[config.mk]
export PLATFORM = sky130hd
export DESIGN_NAME = cipher_in_stager
export DESIGN_NICKNAME = d
export VERILOG_FILES = /design/src/rtl/cis_pkg.sv /design/src/rtl/cis_byte_rev.sv /design/src/rtl/cis_len_track.sv /design/src/rtl/cis_stage_buf.sv /design/src/rtl/cipher_in_stager.sv
export SDC_FILE = /design/constraint.sdc
export NUM_CORES = 1
export LEC_CHECK = 0
export BUFFER_PORTS_ARGS = -buffer_cell sky130_fd_sc_hd__buf_2
export CAP_MARGIN = 40
export CORE_MARGIN = 2
export CORE_UTILIZATION = 45
export DETAILED_ROUTE_END_ITERATION = 16
export GPL_TIMING_DRIVEN = 1
export PLACE_DENSITY = 0.67
export SLEW_MARGIN = 40
export SYNTH_ARGS = -nofsm -noshare
export SYNTH_HDL_FRONTEND = slang
export SYNTH_SLANG_ARGS = --single-unit
export TNS_END_PERCENT = 5
[constraint.sdc]
create_clock -name clk_i -period 3.6 [get_ports clk_i]
set_input_delay 0.36 -clock clk_i [delete_from_list [all_inputs] [get_ports clk_i]]
set_output_delay 0.36 -clock clk_i [all_outputs]
set_load 0.01 [all_outputs]
[src/rtl/cis_pkg.sv]
package cis_pkg;
  localparam int DEF_DATA_W     = 32;
  localparam int DEF_BLK_WORDS  = 4;
  localparam int DEF_IV_BYTES   = 16;
  localparam int DEF_CNT_W      = 12;
  localparam int DEF_WARN_LIMIT = 32;
endpackage

[src/rtl/cis_byte_rev.sv]
module cis_byte_rev #(
  parameter int W = 32
) (
  input  logic [W-1:0] d_i,
  output logic [W-1:0] d_o
);
  localparam int NB = W / 8;

  for (genvar g = 0; g < NB; g++) begin : g_byte
    assign d_o[g*8 +: 8] = d_i[(NB-1-g)*8 +: 8];
  end
endmodule

[src/rtl/cis_len_track.sv]
module cis_len_track #(
  parameter int CNT_W      = 12,
  parameter int IV_BYTES   = 16,
  parameter int WORD_BYTES = 4,
  parameter int BLK_WORDS  = 4,
  parameter int WARN_LIMIT = 32,
  parameter int NW_W       = 3
) (
  input  logic             clk_i,
  input  logic             rst_ni,
  input  logic             start_i,
  input  logic             encrypt_i,
  input  logic             emit_i,
  input  logic [CNT_W-1:0] emit_bytes_i,
  output logic [CNT_W-1:0] cnt_o,
  output logic             iv_done_o,
  output logic             reach_iv_o,
  output logic [NW_W-1:0]  need_o,
  output logic             warn_o
);
  localparam logic [CNT_W-1:0] IV_C = CNT_W'(IV_BYTES);
  localparam logic [CNT_W-1:0] WL_C = CNT_W'(WARN_LIMIT);
  localparam logic [CNT_W-1:0] WB_C = CNT_W'(WORD_BYTES);
  localparam logic [CNT_W-1:0] BW_C = CNT_W'(BLK_WORDS);

  logic [CNT_W-1:0] cnt_q, cnt_eff, cnt_nxt, rem_w;
  logic [CNT_W:0]   sum;
  logic             enc_q, enc_eff, warn_q, warn_nxt;

  always_comb begin
    cnt_eff   = start_i ? '0 : cnt_q;
    enc_eff   = start_i ? encrypt_i : enc_q;
    iv_done_o = cnt_eff >= IV_C;
    rem_w     = (IV_C - cnt_eff) / WB_C;
    if (iv_done_o || rem_w > BW_C) need_o = NW_W'(BLK_WORDS);
    else                           need_o = NW_W'(rem_w);
    sum        = {1'b0, cnt_eff} + {1'b0, emit_bytes_i};
    cnt_nxt    = sum[CNT_W] ? '1 : sum[CNT_W-1:0];
    reach_iv_o = !iv_done_o && (sum == {1'b0, IV_C});
    warn_nxt   = (warn_q & ~start_i) | (emit_i & enc_eff & (cnt_nxt > WL_C));
  end

  always_ff @(posedge clk_i or negedge rst_ni) begin
    if (!rst_ni) begin
      cnt_q  <= '0;
      enc_q  <= 1'b0;
      warn_q <= 1'b0;
    end else begin
      cnt_q  <= emit_i ? cnt_nxt : cnt_eff;
      enc_q  <= enc_eff;
      warn_q <= warn_nxt;
    end
  end

  assign cnt_o  = cnt_q;
  assign warn_o = warn_q;

  a_r9_cnt_monotonic: assert property (@(posedge clk_i) disable iff (!rst_ni)
    !start_i |=> cnt_q >= $past(cnt_q));
  a_r10_warn_sticky: assert property (@(posedge clk_i) disable iff (!rst_ni)
    warn_q && !start_i |=> warn_q);
  a_r10_warn_needs_enc: assert property (@(posedge clk_i) disable iff (!rst_ni)
    warn_q |-> enc_q);
endmodule

[src/rtl/cis_stage_buf.sv]
module cis_stage_buf #(
  parameter int W         = 32,
  parameter int BLK_WORDS = 4,
  parameter int NW_W      = 3
) (
  input  logic                   clk_i,
  input  logic                   rst_ni,
  input  logic                   start_i,
  input  logic                   push_i,
  input  logic [W-1:0]           word_i,
  input  logic                   eop_i,
  input  logic [NW_W-1:0]        thresh_i,
  output logic [NW_W-1:0]        fill_o,
  output logic                   flush_o,
  output logic [BLK_WORDS*W-1:0] blk_o,
  output logic [NW_W-1:0]        nwords_o
);
  logic [W-1:0]    buf_q [BLK_WORDS];
  logic [NW_W-1:0] fill_q, fill_eff, new_fill;

  always_comb begin
    fill_eff = start_i ? '0 : fill_q;
    new_fill = fill_eff + 1'b1;
    flush_o  = push_i && ((new_fill >= thresh_i) || eop_i);
  end

  for (genvar i = 0; i < BLK_WORDS; i++) begin : g_slot
    always_ff @(posedge clk_i or negedge rst_ni) begin
      if (!rst_ni)                                             buf_q[i] <= '0;
      else if (push_i && !flush_o && fill_eff == NW_W'(i)) buf_q[i] <= word_i;
    end
    assign blk_o[i*W +: W] = (NW_W'(i) < fill_eff) ? buf_q[i] :
                             ((NW_W'(i) == fill_eff) && push_i) ? word_i : '0;
  end

  always_ff @(posedge clk_i or negedge rst_ni) begin
    if (!rst_ni)                 fill_q <= '0;
    else if (push_i && !flush_o) fill_q <= new_fill;
    else if (flush_o || start_i) fill_q <= '0;
  end

  assign fill_o   = fill_eff;
  assign nwords_o = new_fill;

  a_r8_fill_bound: assert property (@(posedge clk_i) disable iff (!rst_ni)
    fill_q < NW_W'(BLK_WORDS));
  a_r6_flush_empties: assert property (@(posedge clk_i) disable iff (!rst_ni)
    flush_o |=> fill_q == '0);
endmodule

[src/rtl/cipher_in_stager.sv]
module cipher_in_stager #(
  parameter int DATA_W     = cis_pkg::DEF_DATA_W,
  parameter int BLK_WORDS  = cis_pkg::DEF_BLK_WORDS,
  parameter int IV_BYTES   = cis_pkg::DEF_IV_BYTES,
  parameter int CNT_W      = cis_pkg::DEF_CNT_W,
  parameter int WARN_LIMIT = cis_pkg::DEF_WARN_LIMIT
) (
  input  logic                        clk_i,
  input  logic                        rst_ni,
  input  logic                        msg_start_i,
  input  logic                        encrypt_i,
  input  logic                        payload_i,
  input  logic                        eng_ready_i,
  input  logic                        in_valid_i,
  input  logic [DATA_W-1:0]           in_data_i,
  input  logic                        in_eop_i,
  output logic                        in_ready_o,
  output logic                        out_valid_o,
  output logic [BLK_WORDS*DATA_W-1:0] out_data_o,
  output logic [$clog2(BLK_WORDS+1)-1:0] out_nwords_o,
  output logic                        out_last_o,
  output logic [CNT_W-1:0]            byte_cnt_o,
  output logic                        warn_o,
  input  logic                        res_valid_i,
  input  logic [DATA_W-1:0]           res_data_i,
  output logic                        res_valid_o,
  output logic [DATA_W-1:0]           res_data_o
);
  localparam int WB    = DATA_W / 8;
  localparam int NW_W  = $clog2(BLK_WORDS + 1);
  localparam int BLK_W = BLK_WORDS * DATA_W;

  logic [DATA_W-1:0] in_sw;
  logic              acc, bypass, st_push, st_flush, emit, last_nxt;
  logic              iv_done, reach_iv;
  logic [NW_W-1:0]   st_fill, st_nwords, need;
  logic [BLK_W-1:0]  st_blk;
  logic [CNT_W-1:0]  emit_bytes;

  logic              out_valid_q, out_last_q;
  logic [BLK_W-1:0]  out_data_q;
  logic [NW_W-1:0]   out_nwords_q;

  cis_byte_rev #(.W(DATA_W)) u_rev_in  (.d_i(in_data_i),  .d_o(in_sw));
  cis_byte_rev #(.W(DATA_W)) u_rev_out (.d_i(res_data_i), .d_o(res_data_o));
  assign res_valid_o = res_valid_i;

  assign in_ready_o = eng_ready_i;
  assign acc        = in_valid_i & eng_ready_i;
  assign bypass     = payload_i && (st_fill == '0) && iv_done;
  assign st_push    = acc & ~bypass;
  assign emit       = st_flush | (acc & bypass);
  assign emit_bytes = bypass ? CNT_W'(WB) : CNT_W'(st_nwords) * CNT_W'(WB);
  assign last_nxt   = iv_done ? in_eop_i : reach_iv;

  cis_stage_buf #(.W(DATA_W), .BLK_WORDS(BLK_WORDS), .NW_W(NW_W)) u_stage (
    .clk_i    (clk_i),
    .rst_ni   (rst_ni),
    .start_i  (msg_start_i),
    .push_i   (st_push),
    .word_i   (in_sw),
    .eop_i    (in_eop_i),
    .thresh_i (need),
    .fill_o   (st_fill),
    .flush_o  (st_flush),
    .blk_o    (st_blk),
    .nwords_o (st_nwords)
  );

  cis_len_track #(
    .CNT_W(CNT_W), .IV_BYTES(IV_BYTES), .WORD_BYTES(WB),
    .BLK_WORDS(BLK_WORDS), .WARN_LIMIT(WARN_LIMIT), .NW_W(NW_W)
  ) u_len (
    .clk_i        (clk_i),
    .rst_ni       (rst_ni),
    .start_i      (msg_start_i),
    .encrypt_i    (encrypt_i),
    .emit_i       (emit),
    .emit_bytes_i (emit_bytes),
    .cnt_o        (byte_cnt_o),
    .iv_done_o    (iv_done),
    .reach_iv_o   (reach_iv),
    .need_o       (need),
    .warn_o       (warn_o)
  );

  always_ff @(posedge clk_i or negedge rst_ni) begin
    if (!rst_ni) begin
      out_valid_q  <= 1'b0;
      out_last_q   <= 1'b0;
      out_data_q   <= '0;
      out_nwords_q <= '0;
    end else begin
      out_valid_q <= emit;
      if (emit) begin
        out_data_q   <= bypass ? BLK_W'(in_sw) : st_blk;
        out_nwords_q <= bypass ? NW_W'(1) : st_nwords;
        out_last_q   <= last_nxt;
      end
    end
  end

  assign out_valid_o  = out_valid_q;
  assign out_data_o   = out_data_q;
  assign out_nwords_o = out_nwords_q;
  assign out_last_o   = out_last_q;

  a_r4_iv_last_at_16: assert property (@(posedge clk_i) disable iff (!rst_ni)
    out_valid_o && out_last_o && byte_cnt_o <= CNT_W'(IV_BYTES) |-> byte_cnt_o == CNT_W'(IV_BYTES));
  a_r11_words_range: assert property (@(posedge clk_i) disable iff (!rst_ni)
    out_valid_o |-> out_nwords_o != '0 && out_nwords_o <= NW_W'(BLK_WORDS));
  a_r3_emit_needs_ready: assert property (@(posedge clk_i) disable iff (!rst_ni)
    !eng_ready_i |=> !out_valid_o);
endmodule

# Word-level counts from Yosys, hierarchy flattened
# Cells that the tools add are included.
# word_totals
out_inout_bits	180
ff_bits	278
in_bits	73
wordCells	80
# op_classes
addsub	3
n_reduce_logical	20
n_bitwise	10
magnitude_cmp	8
eq_ne	7
n_mux	20
# op_table
cell	count
32-bit two-way mux	8
128-bit two-way mux	1
12-bit two-way mux	3
3-bit two-way mux	5
12-bit by 5-bit adder with 13-bit output	1
13-bit by 5-bit == test with 1-bit output (second input constant)	1
1-bit logical AND	13
12-bit by 5-bit greater-or-equal comparator with 1-bit output (second input constant)	1
12-bit by 6-bit > comparator with 1-bit output (second input constant)	1
5-bit by 12-bit subtractor with 12-bit output (first input constant)	1
10-bit by 3-bit > comparator with 1-bit output (second input constant)	1
1-bit AND	6
2-bit by 3-bit == test with 1-bit output (first input constant)	2
3-bit by 2-bit == test with 1-bit output (second input constant)	2
1-bit by 3-bit < comparator with 1-bit output (first input constant)	2
2-bit by 3-bit < comparator with 1-bit output (first input constant)	2
5-bit two-way mux	1
3-bit by 1-bit adder with 3-bit output (second input constant)	1
1-bit by 3-bit == test with 1-bit output (first input constant)	1
3-bit by 1-bit == test with 1-bit output (second input constant)	1
3-bit greater-or-equal comparator	1
3-bit zero test	1
1-bit logical OR	3
1-bit zero test	2
other kinds (4)	7

# Logic depth before layout (Yosys ltp)
# logic_depth
depth_word	12
ltp_mapped	15
mapped_depth_nobuf	14

# By module
# A second synthesis with hierarchy kept.
# hier_totals
cells_unflattened	1213
hier_area_um2	13686.9
# by_module_without_submodules
module	n_inst	seq_area_each_um2	area_each_um2	cells_per_inst
cis_stage_buf	1	3278.1	6453.7	540
cipher_in_stager	1	3328.2	5158.7	408
cis_len_track	1	350.3	1594.0	201
cis_byte_rev	2	0.0	240.2	32

# Worst setup path before layout
# Ideal clock, no wire load.
# synth_path
path_type	input-to-reg
from	input port msg_start_i
to	register u_len.warn_q, in the netlist u_len.warn_o
path_slack_ns	0.140
required_ns	3.462
setup_time_ns	0.138
n_path_buf	1
t_arrival_ns	3.321
path_stages	14
path_cell_list	buf_2 -> nand2b_1 -> ha_1 -> nand2_1 -> nor2_1 -> nand2_1 -> and2_1 -> ha_1 -> a21o_1 -> a21oi_1 -> nor3_1 -> a41oi_1 -> a31oi_1 -> or4_1
# synth_between
elab_cells_between_ends	28
classes_between	3 x add/sub; 4 x order compare; 6 x mux; 9 x bitwise; 6 x reduce/logical
# synth_rtl
item	line	rtl
start: declaration	cipher_in_stager.sv:10	input logic msg_start_i,
branches (longest 4 deep; another with 12-bit by 5-bit greater-or-equal comparator with 1-bit output)	n/a	
5-bit two-way mux (*)	cipher_in_stager.sv:53	assign emit_bytes = bypass ? CNT_W'(WB) : CNT_W'(st_nwords) * CNT_W'(WB);
named net emit_bytes[3]	cipher_in_stager.sv:38	logic [CNT_W-1:0] emit_bytes;
12-bit by 5-bit adder with 13-bit output (*)	cis_len_track.sv:37	sum = {1'b0, cnt_eff} + {1'b0, emit_bytes_i};
12-bit two-way mux (*)	cis_len_track.sv:38	cnt_nxt = sum[CNT_W] ? '1 : sum[CNT_W-1:0];
12-bit by 6-bit > comparator with 1-bit output (*)	cis_len_track.sv:40	warn_nxt = (warn_q & ~start_i) | (emit_i & enc_eff & (cnt_nxt > WL_C));
1-bit AND (*)	cis_len_track.sv:40	
1-bit bitwise OR (*)	cis_len_track.sv:40	
named net u_len.warn_nxt	cis_len_track.sv:28	logic enc_q, enc_eff, warn_q, warn_nxt;
end signal: assignment	cis_len_track.sv:51	warn_q <= warn_nxt;
end: declaration	cis_len_track.sv:28	
# Mark *: on every way through the listed nets, which the timed path passes.
# A chain may end at the register's enable or synchronous reset.

# Final worst setup path
# layout_path
from	register u_len.cnt_q[5], in the netlist u_len.cnt_o[5]
to	register u_len.warn_q, in the netlist u_len.warn_o
# layout_between
elab_cells_between_ends	21
classes_between	2 x add/sub; 4 x order compare; 4 x mux; 7 x bitwise; 4 x reduce/logical
# layout_rtl
item	line	rtl
start: declaration	cis_len_track.sv:26	logic [CNT_W-1:0] cnt_q, cnt_eff, cnt_nxt, rem_w;
start signal: assignment	cis_len_track.sv:49	cnt_q <= emit_i ? cnt_nxt : cnt_eff;
12-bit two-way mux	cis_len_track.sv:31	cnt_eff = start_i ? '0 : cnt_q;
12-bit by 5-bit greater-or-equal comparator with 1-bit output	cis_len_track.sv:33	iv_done_o = cnt_eff >= IV_C;
1-bit logical AND	cipher_in_stager.sv:50	assign bypass = payload_i && (st_fill == '0) && iv_done;
5-bit two-way mux	cipher_in_stager.sv:53	
named net emit_bytes[2]	cipher_in_stager.sv:38	
12-bit by 5-bit adder with 13-bit output	cis_len_track.sv:37	
12-bit two-way mux	cis_len_track.sv:38	
12-bit by 6-bit > comparator with 1-bit output	cis_len_track.sv:40	
1-bit AND	cis_len_track.sv:40	
1-bit bitwise OR	cis_len_track.sv:40	
named net u_len.warn_nxt	cis_len_track.sv:28	
# The timed path passes the listed nets, and every way through them passes these cells.

==> metrics list <==
* Transition time at the pin with the least slew margin: 0.8118 ns
- Counting both buffers and inverters, the worst setup path holds a total of 1.
- Final worst clock skew: 0.02007 ns
* Maximum number of pins on one net before global-route repair: 102
- Critical path endpoint category: flip-flop
* Area share of the largest cell type after synthesis: 57.53%
* Maximum cell stage delay along the critical path: 0.50 ns
- Port buffering added 186 buffers.
- Sorting the synthesized cells by how often they occur yields dfrtp_1 (278), nand2_1 (113), a22oi_1 (96).
* Storage cell area: 0.006957 mm^2
- Kind of cell adding the most delay to the critical path: simple AND/OR/NAND/NOR gates
- Buffers inserted during clock tree synthesis total 29.
- Req. time, crit path: 4.00 ns
- Post-route total power: 7.574 mW
- Crit path launch type: flip-flop
* Starting density of the core: 45.38%
- Most common cell in the netlist: dfrtp_1
- Maximum capacitance violations: 0
- The flow ran to the end, and the final reports show no timing, DRC or antenna violations.
- The final number of max-transition violations came to 0.
* CTS Buffer Depth: 3
- Detailed routing inserted a total of 8856 vias.
- Endpoints failing setup: 0
- Post-Synthesis Net Count: 1135
* Non-Filler Instances: 1563
* R2R setup slack: 0.20 ns
- After routing the design area is 0.01434 mm^2.
* Number of antenna-violating nets in the routed design: 0
- Routability-driven placement finished with a final weighted congestion of 0.8422.
* Number of H-tree levels: 1
- Total of fill cells in the finished design: 2312
- Die H: 167.9 um
* Startpoint of the lowest-slack register-to-register path: u_len.cnt_o[5]$_DFF_PN0_
- By startpoint and endpoint, the worst setup path is classified as reg2reg.
- Layout cell share with drive strength beyond 1: 30.03%
* Dominant cell type by area after synthesis: dfrtp_1
- The die is 167.9 um wide.
* Hold Vio Cnt, Final: 0
- CTS saw 278 sinks.
- In this run, synthesis inferred 0 flip-flops with an integrated enable.
- In the synthesized netlist the async set-or-reset flop fraction comes to 100.0%.
* Post-Route WL: 31280 um
- Top post-synthesis cells by area: dfrtp_1 (58%), mux2_2 (7.1%), a22oi_1 (6.0%)
- Instance area at placement: 0.01331 mm^2
- The tightest min-delay check is of the in2reg type.
- Standard-cell row count: 60
- Compared with the post-synthesis result, the final layout area differs by 18.54%.
* Clk slew on worst S/H paths: 0.06 ns
- Register bit total from synthesis: 278
- In the post-route analysis, the smallest setup slack over all paths is 0.2013 ns.
- VDD sags by at most 0.3156 mV.
- The first global-routing pass estimated 48800 um of wire.
- After the first detailed-routing iteration, the DRC count stood at 700.
- CORE AREA: 0.02665 mm^2
- Total number of nets in the final design: 1287
- Summing all multi-input logic gate instances after layout gives 0.004609 mm^2.
- Walking the worst path, the cells encountered are nor3_2, a31oi_4, buf_4, nand2_1, nand2_1, ha_1, fa_1, a21oi_2, or3_1, a31oi_1, a41oi_1, a31oi_1, or4_1.
- Final setup TNS: 0 ns
- Max frequency: 294.2 MHz
- Placed cells: 1510
- In this run the worst path has a maximum fanout of 7.
- Die Footprint: 0.02820 mm^2
- Total standard cell area after synthesis: 0.01209 mm^2
- Static Leak: 6.822 nW
* Sequential-to-total area share from yosys stat: 57.53%
- Insertion delay of the later-clocked pin in the worst-skew pair: 0.55 ns
- Max-slew headroom at the worst pin: 45.82%
- The number of global-route vias before repair was 8614.
- For this design the ratio of total power to cell area is 528.3 mW/mm^2.
- Detailed placement ended at an HPWL of 19860 um.
- Of the available clock period, the critical path in the final layout requires 94.41%.
* Number of distinct library cells after synthesis: 51
- Tracing the worst setup path back leads to its startpoint at u_len.cnt_o[5]$_DFF_PN0_.
- For this run, the detailed router's first-pass iteration total came to 5.
- In the final routed layout, each cell accounts on average for 20.01 um.
* Post-Place Worst Slack: -0.03212 ns
* GR Util All Layers: 21.55%
- Summed over all layers, the global routing overflow is 0.
- Cell count after synthesis: 1052
- The largest individual stage delay along the critical path comes from the cell or4_1.
- For this run, design rule violations remaining after detail routing come to 0.
* Syn Area/Cell: 11.50 um^2
- For this design the top-level I/O count stands at 253.
* CTS tree: built
- The worst hold path begins at encrypt_i.
- The clock period could shrink to 3.399 ns.
- Syn. warnings: 0
- After detailed routing, the number of vias per cell comes to 5.666.
* Data arrival at the endpoint of the critical path: 3.80 ns
* Buffer cell driving the clock tree root: clkbuf_16
- Antenna violations before repair: 0
- The most used flip-flop cell after synthesis is dfrtp_1.
- # diodes: 0
state kept, by name (all words and copies together) (netlist names):
name / flops
out_data_o: 128
out_last_o: 1
out_nwords_o: 3
out_valid_o: 1
u_len.cnt_o: 12
u_len.enc_q: 1
u_len.warn_o: 1
u_stage.buf_q: 128
u_stage.fill_q: 3
report_power, final:
group	internal (mW)	switching [mW]
logic	0.380	0.529
registers	3.47	0.194
clock network	1.80	1.20
total	5.65	1.92
metal layers:
metal / GRT usage [%] / routed length [um] / vias to the layer above
li1: - / - / 4050
met1: 31.00 / 14380 / 4487
met2: 34.60 / 14620 / 264
met3: 3.220 / 1576 / 55
met4: 5.406 / 697 / 0
met5: 0 / 0 / -
repair_timing:
action,CTS,global route
buffers inserted,0,1
hold buffers,1,0
setup endpoints to repair,0,99
hold endpoints to repair,96,0
gates resized for setup,0,6
logic make-up (layout without fill, tap and decap cells):
logic type / after synthesis / after routing / share of synthesized area (%)
AND/OR/NAND/NOR: 240 / 240 / 8.702
adder cells (fa/ha/maj): 10 / 10 / 1.097
AO/OA/AOI/OAI: 272 / 272 / 15.08
XOR/XNOR: 9 / 9 / 0.6519
flip-flops: 278 / 278 / 57.53
multiplexers: 129 / 129 / 12.01
buffers and inverters: 114 / 284 / 4.935
final cells by class:
class	instances	area share (%)
Clock buffer	40	5.769
Clock inverter	9	0.8816
Inverter	9	0.2357
Multi-Input combinational cell	660	32.16
Sequential cell	278	48.53
Tap cell	341	2.976
Timing Repair Buffer	226	9.453
worst register-to-register path: cells and delay by family (launching register included):
family / cells / cell delay [ns]
buffers and inverters: 1 / 0.18
adder cells (fa/ha/maj): 2 / 0.64
AND/OR/NAND/NOR: 5 / 1.23
flip-flops: 1 / 0.45
AO/OA/AOI/OAI: 5 / 0.77
cell usage in the layout, fill, tap and decap left out, types with 6 or more instances in the layout:
master,n
dfrtp_1,278
buf_2,185
nand2_1,112
a22oi_1,96
o21ai_0,94
nor2_1,78
mux2_2,76
mux2_1,53
a221oi_1,32
clkbuf_16,30
buf_4,29
o21ai_1,13
ha_1,9
inv_1,7
a21oi_1,7
nand2b_1,7
nor2b_1,6
xnor2_1,6
nor3_1,6
o21a_1,6
clkbuf_8,6
metrics by stage:
step / hold slack (ns) / utilization [%]
finish: 0.08590 / 53.79
detailed placement: 0.4646 / 49.92
global placement: 0.4592 / 49.92
CTS: 0.06482 / 53.54
floorplan: 0.06441 / -
global route: 0.06598 / 53.79
final timing paths:
| kind | endpoint | cells after the start |
|---|---|---|
| min in group asynchronous | out_data_o[103]$_DFFE_PN0N_ | 2 |
| worst max register to register | u_len.warn_o$_DFF_PN0_ | 13 |
| max in group asynchronous | u_len.cnt_o[11]$_DFF_PN0_ | 4 |
| worst min register to register | out_data_o[84]$_DFFE_PN0N_ | 2 |
| worst min-delay path | u_len.enc_q$_DFF_PN0_ | 2 |
| worst max-delay path | u_len.warn_o$_DFF_PN0_ | 13 |
Note: power is estimated with default switching activity, not from simulation.
